==> src/rtl/intc_pkg.sv <==
package intc_pkg;
  typedef enum logic [1:0] {
    IME_OFF  = 2'd0,
    IME_ON   = 2'd1,
    IME_WAIT = 2'd2
  } imeState_t;

  // control -> datapath strobes
  typedef struct packed {
    logic       take;
    logic [2:0] idx;
  } dpStrobe_t;
endpackage

==> src/rtl/intc_regs.sv <==
module intc_regs
  import intc_pkg::*;
#(
  parameter int          NUM_SRC  = 5,
  parameter logic [15:0] REQ_ADDR = 16'hFF0F,
  parameter logic [15:0] IE_ADDR  = 16'hFFFF,
  parameter int          VEC_BASE = 8'h40,
  parameter int          VEC_STEP = 8
) (
  input  logic               clk,
  input  logic               rstN,
  input  logic [15:0]        busAddr,
  input  logic               busWrEn,
  input  logic [7:0]         busWrData,
  output logic [7:0]         busRdData,
  input  logic [NUM_SRC-1:0] srcSet,
  input  dpStrobe_t          strobe,
  output logic               pendAny,
  output logic [2:0]         winIdx,
  output logic               ackValid,
  output logic [2:0]         ackSrc,
  output logic [7:0]         ackVector
);
  logic [NUM_SRC-1:0] reqQ, reqNext, pend, clrMask, reqBase;
  logic [7:0]         ieQ;
  logic               wrReq, wrIe;

  assign wrReq   = busWrEn && (busAddr == REQ_ADDR);
  assign wrIe    = busWrEn && (busAddr == IE_ADDR);
  assign pend    = reqQ & ieQ[NUM_SRC-1:0];
  assign pendAny = |pend;

  // lowest-numbered pending source wins
  always_comb begin
    winIdx = 3'd0;
    for (int i = NUM_SRC - 1; i >= 0; i--) begin
      if (pend[i]) winIdx = 3'(i);
    end
  end

  always_comb begin
    clrMask = '0;
    if (strobe.take) clrMask[strobe.idx] = 1'b1;
    reqBase = wrReq ? busWrData[NUM_SRC-1:0] : reqQ;
    reqNext = (reqBase & ~clrMask) | srcSet;
  end

  always_comb begin
    busRdData = 8'h00;
    if (busAddr == REQ_ADDR) begin
      busRdData = 8'hFF;
      busRdData[NUM_SRC-1:0] = reqQ;
    end else if (busAddr == IE_ADDR) begin
      busRdData = ieQ;
    end
  end

  always_ff @(posedge clk) begin
    if (!rstN) begin
      reqQ      <= '0;
      ieQ       <= 8'h00;
      ackValid  <= 1'b0;
      ackSrc    <= 3'd0;
      ackVector <= 8'h00;
    end else begin
      reqQ     <= reqNext;
      if (wrIe) ieQ <= busWrData;
      ackValid <= strobe.take;
      if (strobe.take) begin
        ackSrc    <= strobe.idx;
        ackVector <= 8'(VEC_BASE + int'(strobe.idx) * VEC_STEP);
      end
    end
  end
endmodule

==> src/rtl/intc_ctrl.sv <==
module intc_ctrl
  import intc_pkg::*;
#(
  parameter int PEND_RETIRES = 2
) (
  input  logic      clk,
  input  logic      rstN,
  input  logic      eiPulse,
  input  logic      diPulse,
  input  logic      retiPulse,
  input  logic      retirePulse,
  input  logic      haltEnter,
  input  logic      takeOk,
  input  logic      pendAny,
  input  logic [2:0] winIdx,
  output dpStrobe_t strobe,
  output imeState_t imeState,
  output logic [1:0] haltClass
);
  localparam int CW = $clog2(PEND_RETIRES + 1);

  imeState_t stQ, stNext;
  logic [CW-1:0] cntQ, cntNext;
  logic take;

  assign take       = takeOk && (stQ == IME_ON) && pendAny;
  assign strobe     = '{take: take, idx: winIdx};
  assign imeState   = stQ;

  always_comb begin
    stNext  = stQ;
    cntNext = cntQ;
    if (take || diPulse) begin
      stNext  = IME_OFF;
      cntNext = '0;
    end else if (retiPulse) begin
      stNext  = IME_ON;
      cntNext = '0;
    end else if (eiPulse) begin
      stNext  = IME_WAIT;
      cntNext = '0;
    end else if (retirePulse && stQ == IME_WAIT) begin
      if (cntQ == CW'(PEND_RETIRES - 1)) begin
        stNext  = IME_ON;
        cntNext = '0;
      end else begin
        cntNext = cntQ + 1'b1;
      end
    end
  end

  always_ff @(posedge clk) begin
    if (!rstN) begin
      stQ       <= IME_OFF;
      cntQ      <= '0;
      haltClass <= 2'd0;
    end else begin
      stQ  <= stNext;
      cntQ <= cntNext;
      if (haltEnter) begin
        if (stQ == IME_ON)  haltClass <= 2'd2;
        else if (pendAny)   haltClass <= 2'd1;
        else                haltClass <= 2'd0;
      end
    end
  end
endmodule

==> src/rtl/intc_core.sv <==
module intc_core
  import intc_pkg::*;
#(
  parameter int          NUM_SRC      = 5,
  parameter int          PEND_RETIRES = 2,
  parameter logic [15:0] REQ_ADDR     = 16'hFF0F,
  parameter logic [15:0] IE_ADDR      = 16'hFFFF
) (
  input  logic               clk,
  input  logic               rstN,
  input  logic               eiPulse,
  input  logic               diPulse,
  input  logic               retiPulse,
  input  logic               retirePulse,
  input  logic               haltEnter,
  input  logic               takeOk,
  input  logic [15:0]        busAddr,
  input  logic               busWrEn,
  input  logic [7:0]         busWrData,
  output logic [7:0]         busRdData,
  input  logic [NUM_SRC-1:0] srcSet,
  output logic [1:0]         imeState,
  output logic               ackValid,
  output logic [2:0]         ackSrc,
  output logic [7:0]         ackVector,
  output logic [1:0]         haltClass,
  output logic               wake
);
  dpStrobe_t strobe;
  imeState_t stOut;
  logic      pendAny;
  logic [2:0] winIdx;

  intc_ctrl #(.PEND_RETIRES(PEND_RETIRES)) u_ctrl (
    .clk(clk), .rstN(rstN),
    .eiPulse(eiPulse), .diPulse(diPulse), .retiPulse(retiPulse),
    .retirePulse(retirePulse), .haltEnter(haltEnter), .takeOk(takeOk),
    .pendAny(pendAny), .winIdx(winIdx),
    .strobe(strobe), .imeState(stOut), .haltClass(haltClass)
  );

  intc_regs #(.NUM_SRC(NUM_SRC), .REQ_ADDR(REQ_ADDR), .IE_ADDR(IE_ADDR)) u_regs (
    .clk(clk), .rstN(rstN),
    .busAddr(busAddr), .busWrEn(busWrEn), .busWrData(busWrData),
    .busRdData(busRdData), .srcSet(srcSet), .strobe(strobe),
    .pendAny(pendAny), .winIdx(winIdx),
    .ackValid(ackValid), .ackSrc(ackSrc), .ackVector(ackVector)
  );

  assign imeState = stOut;
  assign wake     = pendAny;
endmodule

==> config.mk <==
export PLATFORM = sky130hd
export DESIGN_NAME = intc_core
export DESIGN_NICKNAME = d
export VERILOG_FILES = /design/src/rtl/intc_pkg.sv /design/src/rtl/intc_regs.sv /design/src/rtl/intc_ctrl.sv /design/src/rtl/intc_core.sv
export SDC_FILE = /design/constraint.sdc
export NUM_CORES = 1
export LEC_CHECK = 0
export CAP_MARGIN = 20
export CORE_ASPECT_RATIO = 1.1
export CORE_MARGIN = 5
export CORE_UTILIZATION = 57
export DETAILED_ROUTE_END_ITERATION = 10
export DONT_BUFFER_PORTS = 1
export PLACE_DENSITY = 0.72
export SYNTH_ARGS = -nofsm -noshare
export SYNTH_HDL_FRONTEND = slang
export SYNTH_HIERARCHICAL = 1
export SYNTH_SLANG_ARGS = --single-unit
==> constraint.sdc <==
create_clock -name clk -period 2.87 [get_ports clk]
set_clock_uncertainty 0.2 [all_clocks]
set_input_delay 0.1435 -clock clk [delete_from_list [all_inputs] [get_ports clk]]
set_output_delay 0.1435 -clock clk [all_outputs]
set_load 0.01 [all_outputs]
# After elaboration in Yosys (flattened, before gate mapping)
# Index checks and enable logic that the tools add are counted.
classes:
  n_bitwise: 5
  n_addsub: 2
  n_eq_ne: 5
  n_reduce_logical: 17
  n_lt_le_gt_ge: 2
  muxes: 18
ops:
  columns: ["op", "count"]
  rows:
  - ["16-bit == test (second input constant)", 2]
  - ["8-bit 2-to-1 mux", 2]
  - ["3-bit 2-to-1 mux", 5]
  - ["5-bit AND", 2]
  - ["2-bit 2-to-1 mux", 5]
  - ["5-bit 2-to-1 mux", 2]
  - ["7-bit by 6-bit adder with 8-bit output (first input constant)", 1]
  - ["1-bit logical AND", 6]
  - ["3-bit nonzero test", 2]
  - ["5-bit inverter", 1]
  - ["5-bit OR", 1]
  - ["5-bit OR reduction", 1]
  - ["2-bit by 1-bit == test with 1-bit output (second input constant)", 2]
  - ["3-bit by 4-bit < comparator with 1-bit output (second input constant)", 1]
  - ["2-bit AND reduction", 2]
  - ["2-bit nonzero test", 2]
  - ["4-bit OR reduction", 1]
  - ["1-bit demux with 3-bit select", 1]
  - ["3-bit by 1-bit greater-or-equal comparator with 1-bit output (second input constant)", 1]
  - ["1-bit 2-to-1 mux", 3]
  - ["3-bit OR reduction", 1]
  - ["2-bit by 1-bit adder with 2-bit output (second input constant)", 1]
  - ["2-bit == test (second input constant)", 1]
  - ["2-bit OR reduction", 1]
  - ["2 further kinds", 2]
totals:
  elab_cells: 58
  reg_bits: 31
  output_inout_bits: 25

# Logic depth before layout (Yosys ltp)
depth:
  ltp_word: 14
  mapped_depth: 10

# By module
# The synthesis kept the hierarchy.
by_module_without_submodules:
  columns: ["mod", "n_inst", "cells_per_inst", "area_per_inst_um2"]
  rows:
  - ["intc_regs", 1, 128, 1063.5]
  - ["intc_ctrl", 1, 34, 312.8]

# Worst setup path before layout
# OpenSTA, ideal clock, no wires.
synth_timing:
  path_type: "register -> register"
  start: "register u_regs.reqQ[3]"
  end: "register u_regs.reqQ[1]"
  synth_period_minus_slack_ns: 2.185
  setup_time_ns: 0.119
  setup_slack_ns: 0.685
  stages_incl_launch_ff: 11
  required_ns: 2.551
  arrival_ns: 1.867
  cell_sequence: "dfxtp_1 > a22oi_1 > nand3_1 > nand4b_1 > inv_1 > buf_4 > clkbuf_1 > nand2_1 > o32ai_1 > a21oi_2 > o221a_2"
synth_via:
  elab_cells_between_ends: 16
synth_lines:
  columns: ["element", "line", "rtl"]
  rows:
  - ["start: declaration", "intc_regs.sv:24", "logic [NUM_SRC-1:0] reqQ, reqNext, pend, clrMask, reqBase;"]
  - ["start signal: assignment", "intc_regs.sv:66", "reqQ <= reqNext;"]
  - ["5-bit AND", "intc_regs.sv:30", "assign pend = reqQ & ieQ[NUM_SRC-1:0];"]
  - ["5-bit OR reduction", "intc_regs.sv:31", "assign pendAny = |pend;"]
  - ["net wake", "intc_core.sv:27", "output logic wake"]
  - ["1-bit logical AND", "intc_ctrl.sv:26", "assign take = takeOk && (stQ == IME_ON) && pendAny;"]
  - ["net u_ctrl.take", "intc_ctrl.sv:24", "logic take;"]
  - ["5-bit 2-to-1 mux", "intc_regs.sv:43", "if (strobe.take) clrMask[strobe.idx] = 1'b1;"]
  - ["5-bit inverter", "intc_regs.sv:45", "reqNext = (reqBase & ~clrMask) | srcSet;"]
  - ["5-bit AND", "intc_regs.sv:45", null]
  - ["5-bit OR", "intc_regs.sv:45", null]
# The timed path passes the listed nets, and every way through them passes these cells.
# A chain may end at the register's enable or synchronous reset.

# Final worst setup path
layout_timing:
  start: "input diPulse"
  end: "register u_ctrl.cntQ[1]"
layout_via:
  elab_chain_len: 2
layout_lines:
  columns: ["element", "line", "rtl"]
  rows:
  - ["start: declaration", "intc_core.sv:12", "input logic diPulse,"]
  - ["1-bit logical OR", "intc_ctrl.sv:33", "if (take || diPulse) begin"]
  - ["4-bit OR reduction (no line)", null, null]
  - ["end signal: assignment", "intc_ctrl.sv:59", "cntQ <= cntNext;"]
  - ["end: declaration", "intc_ctrl.sv:23", "logic [CW-1:0] cntQ, cntNext;"]
# No other way between the ends.

==> results_dict.tcl <==
set metrics [dict create \
    status "finished, final reports clean" \
    cts_setup_buffers 0 \
    cts.sinks 24 \
    pin_count 63 \
    detailroute.via_count 1210 \
    critPathArrivalTime_ns 2.91 \
    synthCells 162 \
    hpwlAfterDp_mm 2.26 \
    synth_flop_cell "dfxtp_1" \
    num_rows 18 \
    finalCritPeriodShare 0.998 \
    antenna_found_initial 0 \
    p_sw_frac 0.228 \
    cts_tree "built" \
    cts.clk_slew.worst_paths_ns 0.12 \
    synth_top_area_share 0.349 \
    routabilityCongestion 0.831 \
    r2r_start "u_regs/reqQ[1]" \
    tns_ns 0 \
    finalHoldViolCount 0 \
    clock_latency_ns 0.30 \
    avgSynthCellArea_sq_um 8.50 \
    peakVddDrop_uv 337 \
    cts-root-buf "clkbuf_4" \
    first_pass_iters 4 \
    seq_power_share 0.621 \
    fmax_mhz 349 \
    crit_type "primary input to flip-flop" \
    relSlewSlack 0.413 \
    ys_ff_latch 24 \
    drt-total-wl_mm 3.38 \
    cts_max_level 1 \
    critPathMaxFanout 2 \
    p_per_area_nw_per_um2 342 \
    layout-drive-gt1-share 0.122 \
    start_util 0.605 \
    finalSetupViolCount 0 \
    cts_inserted_buffers 3 \
    start_kind "primary input" \
    slew_viol_final 0 \
    reg2reg_depth 7 \
    grt.overflow.total 0 \
    die_y_um 61.5 \
    routedWlPerCell_um 16.1 \
    ys_types 43 \
    yosysWarnings 6 \
    portBuffers 0 \
    critPathCaptureType "flip-flop" \
    synth_edf_count 0 \
    grt_pass1_wl_mm 5.46 \
    synth_top_area_cell "dfxtp_1" \
    hold_ws_ns 0.0615 \
    p_int_mw 0.434 \
    hp-class "primary input to flip-flop" \
    diodes 0 \
    die-area_sq_um 3500 \
    tightest_slew_ns 0.878 \
    seq_area_frac_synth 0.349 \
    min_to "u_regs/ackValid" \
    syn_to_final_growth_pct 19.5 \
    core_area_sq_um 2270 \
    synth_area_sq_um 1380 \
    post-route-min-period_ns 2.86 \
    async_flop_share 0 \
    total_leakage_power_nw 0.634 \
    ant_nets 0 \
    r2r-end "u_ctrl/cntQ[1]" \
    maxCapViolations 0 \
    comb_power_share 0.131 \
    worstPathRequired_ns 2.92 \
    power_frac_clock 0.248 \
    grt_max_degree 28 \
    vias_per_cell 5.76 \
    synth_area_leaders "dfxtp_1 (35%), nand2_1 (8.2%), mux2i_1 (8.0%)" \
    yosys-top-cells-count "nand2_1 (30), dfxtp_1 (24), buf_4 (12), mux2i_1 (11)" \
    rrSetupSlack_ns 0.09 \
    holdPathStages 3 \
    grt_use_total 0.195 \
    die_width_um 56.9 \
    dr.first_iter.drc_count 61 \
    cts_buffer_depth 2 \
    worstHoldStart "takeOk" \
    synth.most_common_cell "nand2_1" \
    grt_pass1_vias 1204 \
    post-route-drc-count 0 \
    final_nets 220 \
    p_switching_mw 0.128 \
]
-- layout make-up --
class                           count  area [sq um]
Clock buffer                        3          22.5
Sequential cell                    24           480
Tap cell                           30          37.5
Multi-Input combinational cell    116           781
Fill cell                         184           629
Timing Repair Buffer               30           298
Inverter                            7          26.3
-- logic make-up (layout without fill, tap and decap cells) --
logic type	after synthesis	in the layout	synth area share
xor+xnor	1	1	0.00636
other cells	1	4	0.00272
mux	11	11	0.0800
buf+inv	25	40	0.103
simple gates	71	71	0.290
compound gates	29	29	0.169
flops	24	24	0.349
-- cell usage in the layout (no fill, tap or decap), drive strengths merged, types with 2 or more instances in the layout --
cell type	netlist	final
nor2b	7	7
inv	7	7
nand4	4	4
nor2	6	6
nor3	3	3
a21oi	5	5
nand2	30	30
and2	3	3
dfxtp	24	24
o21a	4	4
or4	2	2
mux2i	11	11
dlygate4sd3	0	29
a22o	4	4
o221a	4	4
clkbuf	4	3
o21ai	2	2
nand3	3	3
nor4	2	2
or2	4	4
a22oi	2	2
conb	1	4
-- metrics by stage --
step                      total power, mW  setup slack [ns]  cell area [sq um]  utilization  cells
after global routing                0.597           -0.0404               1650        0.723    210
after global placement              0.389             0.742               1320        0.579    178
after CTS                           0.570            0.0535               1630        0.717    210
after detailed placement            0.390             0.617               1320        0.579    178
after floorplan                     0.395             0.685               1390            -    165
final                               0.562           0.00709               1650        0.723    210
-- power groups by stage --
stage	Combinational, mW	Clock (mW)	Sequential (mW)
after floorplan	0.0412	0	0.354
after global placement	0.0335	0	0.355
after detailed placement	0.0345	0	0.356
after CTS	0.0717	0.149	0.348
after global routing	0.0807	0.166	0.350
final	0.0737	0.139	0.349
-- worst max-delay path by stage --
| stage | from | endpoint | slack (ns) | cells past startpoint |
|---|---|---|---|---|
| 5_1_grt | diPulse | u_ctrl/cntQ[1] | -0.04 | 7 |
| 6_report | diPulse | u_ctrl/cntQ[1] | 0.007 | 7 |
| 3_3_place_gp | u_regs/reqQ[0] | u_regs/reqQ[1] | 0.74 | 8 |
| 2_1_floorplan | u_regs/reqQ[3] | u_regs/reqQ[1] | 0.68 | 10 |
| 4_1_cts | u_regs/reqQ[3] | u_regs/reqQ[1] | 0.05 | 9 |
| 3_5_place_dp | u_regs/reqQ[3] | u_regs/reqQ[1] | 0.62 | 8 |
-- layer usage --
layer	track usage	share of wire	vias up
li1	-	-	594
met1	0.235	0.39	562
met2	0.338	0.50	50
met3	0.0566	0.093	4
met4	0.0662	0.012	0
met5	0	0	-
-- sequential cells by signal, indices dropped and copies added (netlist names) --
| name | cells |
|---|---|
| u_regs/ackSrc | 2 |
| u_ctrl/cntQ | 2 |
| u_regs/ackValid | 1 |
| u_ctrl/haltClass | 2 |
| u_regs/reqQ | 5 |
| u_regs/ieQ | 8 |
| u_regs/ackVector | 2 |
| u_ctrl/imeState | 2 |
-- critical path, stage by stage --
cell and delay (ns):
dlygate4sd3_1 0.59, nor3b_2 0.19, dlygate4sd3_1 0.57, nand2_1 0.07
dlygate4sd3_1 0.61, nor3_2 0.19, dlygate4sd3_1 0.56
-- what timing repair did --
| action | in CTS | in global routing |
|---|---|---|
| setup endpoints to repair | 0 | 4 |
| endpoints found under the hold margin | 24 | 0 |
| hold buffers | 29 | 0 |
| resized for setup | 0 | 4 |
No activity file was read; power rests on OpenSTA's default activity.
